$ cat src/rtl/hdrv_pkg.sv
package hdrv_pkg;

    typedef enum logic [1:0] {
        OSC_BOOST  = 2'd0,
        OSC_CAL    = 2'd1,
        OSC_LOCKED = 2'd2
    } osc_mode_e;

    localparam int DEF_LINE_TICKS = 432;
    localparam int DEF_REF_WIDTH  = 32;
    localparam int DEF_DUTY_START = 9;
    localparam int DEF_DUTY_FINAL = 238;
    localparam int DEF_RAMP_LINES = 300;

    function automatic int bits_for(input int n);
        return (n <= 1) ? 1 : $clog2(n + 1);
    endfunction

    function automatic int ramp_span(input int lo, input int hi);
        return hi - lo;
    endfunction

endpackage

$ cat src/rtl/hdrv_line_timer.sv
module hdrv_line_timer #(
    parameter int LINE_TICKS = 432,
    parameter int REF_WIDTH  = 32,
    parameter int CNT_W      = 9
) (
    input  logic             clk,
    input  logic             rst,
    output logic [CNT_W-1:0] tick_cnt,
    output logic             line_end,
    output logic             href
);

    localparam logic [CNT_W-1:0] LAST_TICK = CNT_W'(LINE_TICKS - 1);
    localparam logic [CNT_W-1:0] REF_TICKS = CNT_W'(REF_WIDTH);

    always_ff @(posedge clk) begin
        if (rst) begin
            tick_cnt <= '0;
        end else if (tick_cnt == LAST_TICK) begin
            tick_cnt <= '0;
        end else begin
            tick_cnt <= tick_cnt + 1'b1;
        end
    end

    assign line_end = (tick_cnt == LAST_TICK);
    assign href     = (tick_cnt < REF_TICKS);

endmodule

$ cat src/rtl/hdrv_osc_ctrl.sv
module hdrv_osc_ctrl
    import hdrv_pkg::*;
(
    input  logic clk,
    input  logic rst,
    input  logic xtal_load,
    input  logic cal_req,
    input  logic freq_ok,
    input  logic out_of_lock,
    output logic freq_boost,
    output logic cal_busy
);

    osc_mode_e mode_q;
    osc_mode_e mode_d;
    logic      xtal_seen_q;

    always_comb begin
        mode_d = mode_q;
        unique case (mode_q)
            OSC_BOOST:  if (cal_req && xtal_seen_q) mode_d = OSC_CAL;
            OSC_CAL:    if (freq_ok)                mode_d = OSC_LOCKED;
            OSC_LOCKED: if (out_of_lock)            mode_d = OSC_CAL;
            default:                                mode_d = OSC_BOOST;
        endcase
    end

    always_ff @(posedge clk) begin
        if (rst) begin
            mode_q      <= OSC_BOOST;
            xtal_seen_q <= 1'b0;
        end else begin
            mode_q <= mode_d;
            if (xtal_load) xtal_seen_q <= 1'b1;
        end
    end

    assign freq_boost = (mode_q == OSC_BOOST);
    assign cal_busy   = (mode_q == OSC_CAL);

endmodule

$ cat src/rtl/hdrv_guard.sv
module hdrv_guard (
    input  logic clk,
    input  logic rst,
    input  logic stby_n,
    input  logic ovp_trip,
    input  logic resume_cmd,
    output logic shut_q,
    output logic prot_flag
);

    logic resume_ok;

    assign resume_ok = resume_cmd && stby_n && !ovp_trip;

    always_ff @(posedge clk) begin
        if (rst) begin
            shut_q    <= 1'b1;
            prot_flag <= 1'b0;
        end else begin
            if (ovp_trip || !stby_n) shut_q <= 1'b1;
            else if (resume_ok)      shut_q <= 1'b0;

            if (ovp_trip)       prot_flag <= 1'b1;
            else if (resume_ok) prot_flag <= 1'b0;
        end
    end

endmodule

$ cat src/rtl/hdrv_ramp.sv
module hdrv_ramp
    import hdrv_pkg::*;
#(
    parameter int DUTY_START = 9,
    parameter int DUTY_FINAL = 238,
    parameter int RAMP_LINES = 300,
    parameter int CNT_W      = 9
) (
    input  logic             clk,
    input  logic             rst,
    input  logic             drive_ok,
    input  logic             line_end,
    input  logic [CNT_W-1:0] tick_cnt,
    output logic             run,
    output logic             hdrv
);

    localparam int SPAN  = ramp_span(DUTY_START, DUTY_FINAL);
    localparam int ACC_W = bits_for(RAMP_LINES + SPAN);

    localparam logic [CNT_W-1:0] D_START = CNT_W'(DUTY_START);
    localparam logic [CNT_W-1:0] D_FINAL = CNT_W'(DUTY_FINAL);
    localparam logic [ACC_W-1:0] A_SPAN  = ACC_W'(SPAN);
    localparam logic [ACC_W-1:0] A_LINES = ACC_W'(RAMP_LINES);

    typedef struct packed {
        logic             run;
        logic [CNT_W-1:0] duty;
        logic [ACC_W-1:0] acc;
    } ramp_state_t;

    ramp_state_t      st_q;
    ramp_state_t      st_d;
    logic [ACC_W-1:0] acc_sum;

    assign acc_sum = st_q.acc + A_SPAN;

    always_comb begin
        st_d = st_q;
        if (!drive_ok) begin
            st_d.run = 1'b0;
        end else if (line_end) begin
            if (!st_q.run) begin
                st_d.run  = 1'b1;
                st_d.duty = D_START;
                st_d.acc  = '0;
            end else if (st_q.duty < D_FINAL) begin
                if (acc_sum >= A_LINES) begin
                    st_d.acc  = acc_sum - A_LINES;
                    st_d.duty = st_q.duty + 1'b1;
                end else begin
                    st_d.acc = acc_sum;
                end
            end
        end
    end

    always_ff @(posedge clk) begin
        if (rst) begin
            st_q.run  <= 1'b0;
            st_q.duty <= D_START;
            st_q.acc  <= '0;
        end else begin
            st_q <= st_d;
        end
    end

    assign run  = st_q.run;
    assign hdrv = st_q.run && (tick_cnt < st_q.duty);

endmodule

$ cat src/rtl/hdrv_sequencer.sv
module hdrv_sequencer
    import hdrv_pkg::*;
#(
    parameter int LINE_TICKS = DEF_LINE_TICKS,
    parameter int REF_WIDTH  = DEF_REF_WIDTH,
    parameter int DUTY_START = DEF_DUTY_START,
    parameter int DUTY_FINAL = DEF_DUTY_FINAL,
    parameter int RAMP_LINES = DEF_RAMP_LINES
) (
    input  logic clk,
    input  logic rst,
    input  logic xtal_load,
    input  logic cal_req,
    input  logic freq_ok,
    input  logic out_of_lock,
    input  logic stby_n,
    input  logic ovp_trip,
    input  logic resume_cmd,
    output logic hdrv,
    output logic href,
    output logic drive_on,
    output logic freq_boost,
    output logic cal_busy,
    output logic prot_flag
);

    localparam int CNT_W = bits_for(LINE_TICKS);

    logic [CNT_W-1:0] tick_cnt;
    logic             line_end;
    logic             shut_q;
    logic             drive_ok;

    hdrv_line_timer #(
        .LINE_TICKS(LINE_TICKS),
        .REF_WIDTH (REF_WIDTH),
        .CNT_W     (CNT_W)
    ) u_timer (
        .clk     (clk),
        .rst     (rst),
        .tick_cnt(tick_cnt),
        .line_end(line_end),
        .href    (href)
    );

    hdrv_osc_ctrl u_osc (
        .clk        (clk),
        .rst        (rst),
        .xtal_load  (xtal_load),
        .cal_req    (cal_req),
        .freq_ok    (freq_ok),
        .out_of_lock(out_of_lock),
        .freq_boost (freq_boost),
        .cal_busy   (cal_busy)
    );

    hdrv_guard u_guard (
        .clk       (clk),
        .rst       (rst),
        .stby_n    (stby_n),
        .ovp_trip  (ovp_trip),
        .resume_cmd(resume_cmd),
        .shut_q    (shut_q),
        .prot_flag (prot_flag)
    );

    // Trip and standby stop the drive on the very edge they are seen.
    assign drive_ok = !shut_q && stby_n && !ovp_trip && !freq_boost;

    hdrv_ramp #(
        .DUTY_START(DUTY_START),
        .DUTY_FINAL(DUTY_FINAL),
        .RAMP_LINES(RAMP_LINES),
        .CNT_W     (CNT_W)
    ) u_ramp (
        .clk     (clk),
        .rst     (rst),
        .drive_ok(drive_ok),
        .line_end(line_end),
        .tick_cnt(tick_cnt),
        .run     (drive_on),
        .hdrv    (hdrv)
    );

endmodule

$ cat config.mk
export PLATFORM = sky130hd
export DESIGN_NAME = hdrv_sequencer
export DESIGN_NICKNAME = d
export VERILOG_FILES = /design/src/rtl/hdrv_pkg.sv /design/src/rtl/hdrv_line_timer.sv /design/src/rtl/hdrv_osc_ctrl.sv /design/src/rtl/hdrv_guard.sv /design/src/rtl/hdrv_ramp.sv /design/src/rtl/hdrv_sequencer.sv
export SDC_FILE = /design/constraint.sdc
export NUM_CORES = 1
export LEC_CHECK = 0
export ABC_CLOCK_PERIOD_IN_PS = 2500
export BUFFER_PORTS_ARGS = -buffer_cell sky130_fd_sc_hd__buf_2
export CAP_MARGIN = 25
export CORE_MARGIN = 1.5
export CORE_UTILIZATION = 55
export CTS_CLUSTER_SIZE = 24
export DETAILED_ROUTE_END_ITERATION = 12
export PLACE_DENSITY = 0.79
export SLEW_MARGIN = 0
export SYNTH_ARGS = -nofsm -noshare
export SYNTH_HDL_FRONTEND = slang
export SYNTH_HIERARCHICAL = 1
export SYNTH_SLANG_ARGS = --single-unit
export TNS_END_PERCENT = 1
$ cat constraint.sdc
create_clock -name clk -period 2.5 [get_ports clk]
set_input_delay 0.5 -clock clk [delete_from_list [all_inputs] [get_ports clk]]
set_output_delay 0.5 -clock clk [all_outputs]
set_load 0.01 [all_outputs]
==> impl_metrics.tcl, run 1 <==
set metrics [dict create \
    status "complete, but fails checks" \
    violations "setup timing" \
    synth_top_cells_by_count "dfxtp_1 (34), nor2_1 (33), o21ai_0 (21)" \
    grt_pass1_vias 2071 \
    yosysWarnings 6 \
    num_vias 2239 \
    fmax_ghz 0.388 \
    syn_area_sq_um 2290 \
    startpoint "u_ramp/st_q[0]$_SDFFE_PP0P_" \
    multi_input_area_sq_um 1560 \
    synth-edff-count 0 \
    cts_buffers 5 \
    initial_core_util_pct 57.1 \
    port_buffers 14 \
    p_per_area_nw_per_um2 446 \
    hp-start "stby_n" \
    n_antenna_cell 0 \
    dpl_cell_area_sq_um 2560 \
    maxCapViolCount 0 \
    syn-num-nets 299 \
    grt_pass1_wl_um 9210 \
    final_util_pct 70.1 \
    finalNetCount 339 \
    fin_crit_sh_pct 103 \
    clock_sinks 34 \
    hold_class "input pin to register" \
    vias_per_cell 6.07 \
    synth_top_area_cell "dfxtp_1" \
    finalSetupViolations 5 \
    grt_setup_unrepaired "true" \
    slew_headroom_pct 64.3 \
    htree_levels 2 \
    path_class "register to register" \
    dr.first_iter.drc_count 152 \
    clock_path_buffers 2 \
    fp.dieH_um 67.5 \
    synth.top_cell.area_share_pct 29.8 \
    yosysMostFrequentCell "dfxtp_1" \
    crit_required_ns 2.73 \
    antenna_found_initial 0 \
    gp_congestion 0.869 \
    maxSlewViolCount 0 \
    whs_endpoint "u_guard/shut_q$_SDFFE_PP1P_" \
    layout_setup_ws_ns -0.0782 \
    grt_max_degree 18 \
    finalNonFillerCells 369 \
    finalInstanceArea_sq_um 2800 \
    firstDrtPassIters 4 \
    dp_slack_ns -0.0414 \
    core_sq_um 4000 \
    area_growth_pct 22.7 \
    ios 15 \
    path_max_fanout 5 \
    cp-start-kind "register" \
    nFillCells 294 \
    ys_seq_area_share_pct 29.8 \
    rrSetupSlack_ns -0.08 \
    drc 0 \
    async_flop_share_pct 0 \
    grt_usage_pct 26.9 \
    synth_area_per_cell_sq_um 8.22 \
    hpwl_um 3790 \
    die_area_sq_um 4550 \
    rr_worst_depth 10 \
    hold_buffers 0 \
    wire_per_inst_um 15.5 \
    ys_ff_latch 34 \
    tns_ns -0.293 \
    r2r_end "u_ramp/st_q[11]$_SDFFE_PP0P_" \
    worstSkewPairLatency_ns 0.29 \
    grt_use_met2_pct 44.2 \
    ant_nets 0 \
    finalHoldViolations 0 \
    ys.flop_type "dfxtp_1" \
    worstPathArrival_ns 2.80 \
    grt_use_met1_pct 33.7 \
    wirelength_um 5730 \
    root_buffer "clkbuf_8" \
    netlist_instances 278 \
    grt_overflow 0 \
    ys_types 59 \
    clk_pin_slew_ns 0.07 \
    drive_above_1_share_pct 27.3 \
    skew_ns 0.00341 \
    fin_crit_ns 2.58 \
    rows 23 \
    ir_worst_vdd_uv 264 \
    max_slew.worst_pin.slew_ns 0.534 \
    die_width_um 67.5 \
    synth_area_leaders "dfxtp_1 (30%), ha_1 (6.6%), xnor2_1 (6.1%)" \
    cts_tree "yes" \
    regArea_sq_um 689 \
    holdPathStages 2 \
    critPathCaptureType "register" \
    rr_startpoint "u_ramp/st_q[0]$_SDFFE_PP0P_" \
    busiest_layer "met2" \
    leakagePower_nw 1.14 \
    dp.cells 355 \
    use_met3_pct 4.33 \
]
[routing by layer]
| layer | vias to the layer above | wire length [um] |
|---|---|---|
| li1 | 1104 | - |
| met1 | 1044 | 2600 |
| met2 | 77 | 2720 |
| met3 | 14 | 267 |
| met4 | 0 | 139 |
| met5 | - | 0 |
[metrics by stage]
stage	hold WS, ns	power [W]
3_5_place_dp	0.462	0.000625
5_1_grt	0.415	0.00128
2_1_floorplan	0.430	0.000603
4_1_cts	0.408	0.00126
6_report	0.407	0.00125
3_3_place_gp	0.439	0.000623
[how the worst max path moves through the flow]
| stage | cells past startpoint | slack [ns] | endpoint |
|---|---|---|---|
| after floorplan | 10 | -0.12 | u_ramp/st_q[11]$_SDFFE_PP0P_ |
| after global placement | 10 | 0.02 | u_ramp/st_q[11]$_SDFFE_PP0P_ |
| after detailed placement | 10 | -0.04 | u_ramp/st_q[11]$_SDFFE_PP0P_ |
| after CTS | 10 | -0.05 | u_ramp/st_q[11]$_SDFFE_PP0P_ |
| after global routing | 10 | -0.18 | u_ramp/st_q[2]$_SDFFE_PP0P_ |
| final | 10 | -0.08 | u_ramp/st_q[11]$_SDFFE_PP0P_ |
[layout by cell type, fill, tap and decap left out, types with 3 or more instances in the layout]
cell type / synthesis / routed
nor2_1: 33 / 32
a21oi_1: 14 / 13
nand2_1: 19 / 19
clkbuf_8: 2 / 6
nand3_1: 10 / 10
nand3b_1: 3 / 3
ha_1: 12 / 10
a31oi_1: 6 / 6
o211a_1: 4 / 3
a21o_1: 4 / 4
buf_4: 1 / 27
nor2b_1: 5 / 5
xnor2_1: 16 / 14
inv_1: 15 / 15
o21ai_0: 21 / 18
nor3_1: 6 / 6
dfxtp_2: 0 / 4
o211ai_1: 5 / 5
or3_1: 3 / 3
mux2i_1: 3 / 3
dfxtp_1: 34 / 29
o31ai_1: 5 / 5
buf_2: 0 / 14
[logic make-up after synthesis]
logic type               Yosys count  share of synthesized area, %
AND/OR/NAND/NOR                  107                          25.4
AO/OA/AOI/OAI                     79                          24.2
flip-flops                        34                          29.8
buffers and inverters             25                          5.80
XOR/XNOR                          18                          6.90
adder cells (fa/ha/maj)           12                          6.57
multiplexers                       3                          1.31
[registers in the layout (all words and copies together) (netlist names)]
signal,count
u_guard/prot_flag,1
u_ramp/st_q,19
u_guard/shut_q,1
u_osc/xtal_seen_q,1
u_timer/tick_cnt,9
u_ramp/run,1
u_osc/mode_q,2
[worst max-delay path: stages, from the launching register on]
cell and delay [ns]:
dfxtp_4 0.37, ha_4 0.18, buf_4 0.14, o21a_1 0.18
o32a_4 0.37, o211a_4 0.25, a221oi_4 0.36, buf_6 0.17
nor2_4 0.04, or3_1 0.32, a21oi_2 0.13
[where the power goes]
part	switching, W	internal [W]	total, W	leakage (nW)
registers	0.00000896	0.000549	0.000558	0.278
logic	0.0000297	0.0000262	0.0000558	0.792
clock network	0.000213	0.000425	0.000638	0.0714
[layout make-up]
type	count	area share, %
Tap cell	50	2.23
Timing Repair Buffer	43	10.5
Clock inverter	2	2.14
Inverter	15	2.01
Clock buffer	6	2.95
Multi-Input combinational cell	219	55.6
Sequential cell	34	24.6
[repair_timing]
action / CTS / global route
pin swaps: 9 / 7
gates resized for setup: 10 / 5
setup endpoints to repair: 6 / 14
setup buffers: 6 / 0
Note: power is estimated with default switching activity, not from simulation.
==> run 2: changes to the inputs <==
--- a/config.mk
+++ b/config.mk
@@ -9,13 +9,12 @@
 export BUFFER_PORTS_ARGS = -buffer_cell sky130_fd_sc_hd__buf_2
 export CAP_MARGIN = 25
 export CORE_MARGIN = 1.5
-export CORE_UTILIZATION = 55
+export CORE_UTILIZATION = 54
 export CTS_CLUSTER_SIZE = 24
 export DETAILED_ROUTE_END_ITERATION = 12
-export PLACE_DENSITY = 0.79
+export PLACE_DENSITY = 0.78
 export SLEW_MARGIN = 0
 export SYNTH_ARGS = -nofsm -noshare
 export SYNTH_HDL_FRONTEND = slang
-export SYNTH_HIERARCHICAL = 1
 export SYNTH_SLANG_ARGS = --single-unit
 export TNS_END_PERCENT = 1
==> run 2 against run 1 <==
The run still ends with setup timing left; worst setup slack gained 0.075 ns; sequential cell count is the same; worst hold slack lost 0.0042 ns.
==> impl_metrics.tcl, run 2 <==
set metrics [dict create \
    grt_usage_pct 24.1 \
    cts_tree "yes" \
    synth_area_leaders "dfxtp_1 (30%), ha_1 (6.7%), nor2_1 (5.9%)" \
    n_antenna_cell 0 \
    hold_class "input pin to register" \
    dp.cells 350 \
    fp.dieH_um 67.3 \
    critPathCaptureType "primary output" \
    async_flop_share_pct 0 \
    synth_area_per_cell_sq_um 8.36 \
    clock_sinks 34 \
    root_buffer "clkbuf_8" \
    cp-start-kind "register" \
    drive_above_1_share_pct 27.7 \
    grt_overflow 0 \
    holdPathStages 2 \
    vias_per_cell 5.77 \
    synth_top_area_cell "dfxtp_1" \
    htree_levels 2 \
    reg_top3 "u_ramp.st_q: 19 flops, u_timer.tick_cnt: 9 flops, u_osc.mode_q: 2 flops" \
    path_class "register to primary output" \
    switchingPower_w 0.000252 \
    maxCapViolCount 0 \
    ant_nets 0 \
    ys_types 52 \
    grt_pass1_vias 1869 \
    port_buffers 14 \
    rrSetupSlack_ns 0.05 \
    synth-edff-count 0 \
    rr_worst_depth 9 \
    syn_area_sq_um 2230 \
    maxSlewViolCount 0 \
    antenna_found_initial 0 \
    p_per_area_nw_per_um2 384 \
    leakagePower_nw 1.09 \
    most-common-layout-cells "nor2_1 (35), buf_4 (32), dfxtp_1 (29)" \
    r2r_end "u_ramp.st_q[17]$_SDFFE_PP0P_" \
    synth.top_cell.area_share_pct 30.5 \
    firstDrtPassIters 4 \
    die_width_um 67.3 \
    crit_required_ns 2.00 \
    finalHoldViolations 0 \
    wirelength_um 5170 \
    initial_core_util_pct 55.8 \
    fin_crit_sh_pct 100 \
    status "complete, but fails checks" \
    layout_setup_ws_ns -0.00268 \
    startpoint "u_timer.tick_cnt[1]$_SDFF_PP0_" \
    ys_seq_area_share_pct 30.5 \
    ys.flop_type "dfxtp_1" \
    gp_congestion 0.909 \
    clock_path_buffers 2 \
    largest_reg_flops 19 \
    syn-num-nets 288 \
    finalInstanceArea_sq_um 2750 \
    yosysMostFrequentCell "nor2_1" \
    slew_headroom_pct 67.3 \
    combPwrFrac_pct 6.4 \
    worstSkewPairLatency_ns 0.30 \
    finalSetupViolations 1 \
    crit_end "hdrv" \
    ys_ff_latch 34 \
    rr_startpoint "u_ramp.st_q[0]$_SDFFE_PP0P_" \
    grt_setup_unrepaired "true" \
    p_int_w 0.000804 \
    rows 23 \
    pwr-share-seq_pct 52.4 \
    dpl_cell_area_sq_um 2550 \
    drc 0 \
    max_slew.worst_pin.slew_ns 0.485 \
    clk_pin_slew_ns 0.07 \
    grt_max_degree 20 \
    nFillCells 298 \
    fin_crit_ns 2.50 \
    dr.first_iter.drc_count 74 \
    swShare_pct 23.9 \
    largest-register "u_ramp.st_q" \
    p_clk_share_pct 41.2 \
    ios 15 \
    final_common_cell "nor2_1" \
    violations "setup timing" \
    synth_top_cells_by_count "nor2_1 (35), dfxtp_1 (34), a21oi_1 (18)" \
    netlist_instances 267 \
    wire_per_inst_um 14.3 \
    ir_worst_vdd_uv 362 \
    path_max_fanout 2 \
    finalNetCount 331 \
    num_vias 2084 \
    finalNonFillerCells 361 \
    worstPathArrival_ns 2.00 \
    yosysWarnings 0 \
    grt_pass1_wl_um 8250 \
    hpwl_um 3650 \
    skew_ns 0.0131 \
    fmax_ghz 0.400 \
    core_sq_um 4000 \
    cts_buffers 5 \
    area_growth_pct 23.3 \
    hold_buffers 0 \
    die_area_sq_um 4530 \
]
run 2: metal layers:
layer | vias to the layer above | share of wire [%] | global-route usage [%]
met4 | 0 | 1.6 | 9.69
met3 | 11 | 3.9 | 5.67
met1 | 995 | 47 | 31.7
met2 | 49 | 48 | 38.1
met5 | - | 0 | 0
li1 | 1029 | - | -
run 2: per-stage QoR:
| step | hold slack [ns] | worst slack [ns] | total power (W) | util (%) | setup TNS, ns |
|---|---|---|---|---|---|
| after floorplan | 0.425 | -0.0145 | 0.000600 | - | -0.0275 |
| after global placement | 0.462 | 0.0581 | 0.000625 | 63.7 | 0 |
| after detailed placement | 0.468 | 0.0158 | 0.000627 | 63.7 | 0 |
| after CTS | 0.400 | -0.0120 | 0.00106 | 66.9 | -0.0120 |
| after global routing | 0.413 | -0.0814 | 0.00110 | 68.8 | -0.321 |
| final | 0.403 | -0.00268 | 0.00106 | 68.8 | -0.00268 |
run 2: cells by family (layout without fill, tap and decap cells):
kind of cell,count (synthesis),after routing,synth area share (%)
and+or+nand+nor,98,98,22.1
xor gates and xnor gates,23,23,9.36
DFF,34,34,30.5
buffers and inverters,28,72,5.66
adders and majority gates,12,12,6.73
AOI/OAI and AO/OA,69,69,24.3
muxes,3,3,1.35
run 2: critical path: stages (launching register included):
cell and delay (ns):
dfxtp_2 0.32, buf_6 0.11, ha_4 0.19, a21o_1 0.17
a21o_1 0.15, a21o_1 0.15, a21o_1 0.16, a21oi_2 0.12
o21ai_1 0.08, o311ai_1 0.08, buf_2 0.18
run 2: power by group through the flow:
stage	logic, W	clock network, W	registers (W)
floorplan	0.0000340	0	0.000566
global placement	0.0000600	0	0.000565
detailed placement	0.0000623	0	0.000565
CTS	0.0000683	0.000439	0.000553
global route	0.0000763	0.000466	0.000554
finish	0.0000681	0.000435	0.000553
run 2: worst min path at each step:
stage	slack, ns	end	from
final	0.40	u_guard.shut_q$_SDFFE_PP1P_	resume_cmd
after global routing	0.41	u_osc.xtal_seen_q$_SDFFE_PP0P_	xtal_load
after CTS	0.40	u_guard.shut_q$_SDFFE_PP1P_	resume_cmd
after detailed placement	0.47	u_ramp.st_q[17]$_SDFFE_PP0P_	u_ramp.st_q[17]$_SDFFE_PP0P_
after global placement	0.46	u_osc.xtal_seen_q$_SDFFE_PP0P_	u_osc.xtal_seen_q$_SDFFE_PP0P_
after floorplan	0.43	u_timer.tick_cnt[0]$_SDFF_PP0_	u_timer.tick_cnt[0]$_SDFF_PP0_
run 2: layout make-up:
type                    instances  area (sq um)  area share [%]
inverters                      17          63.8            2.32
clock inverters                 1          5.00           0.182
multi-input cells             205          1520            55.3
well taps                      50          62.6            2.27
repair buffers                 47           322            11.7
clock buffers                   7          86.3            3.14
flip-flops and latches         34           692            25.1
run 2: what timing repair did:
| action | CTS | global route |
|---|---|---|
| setup endpoints to repair | 3 | 16 |
| resized for setup | 9 | 12 |
| setup buffers | 1 | 2 |
| pin swaps | 8 | 4 |
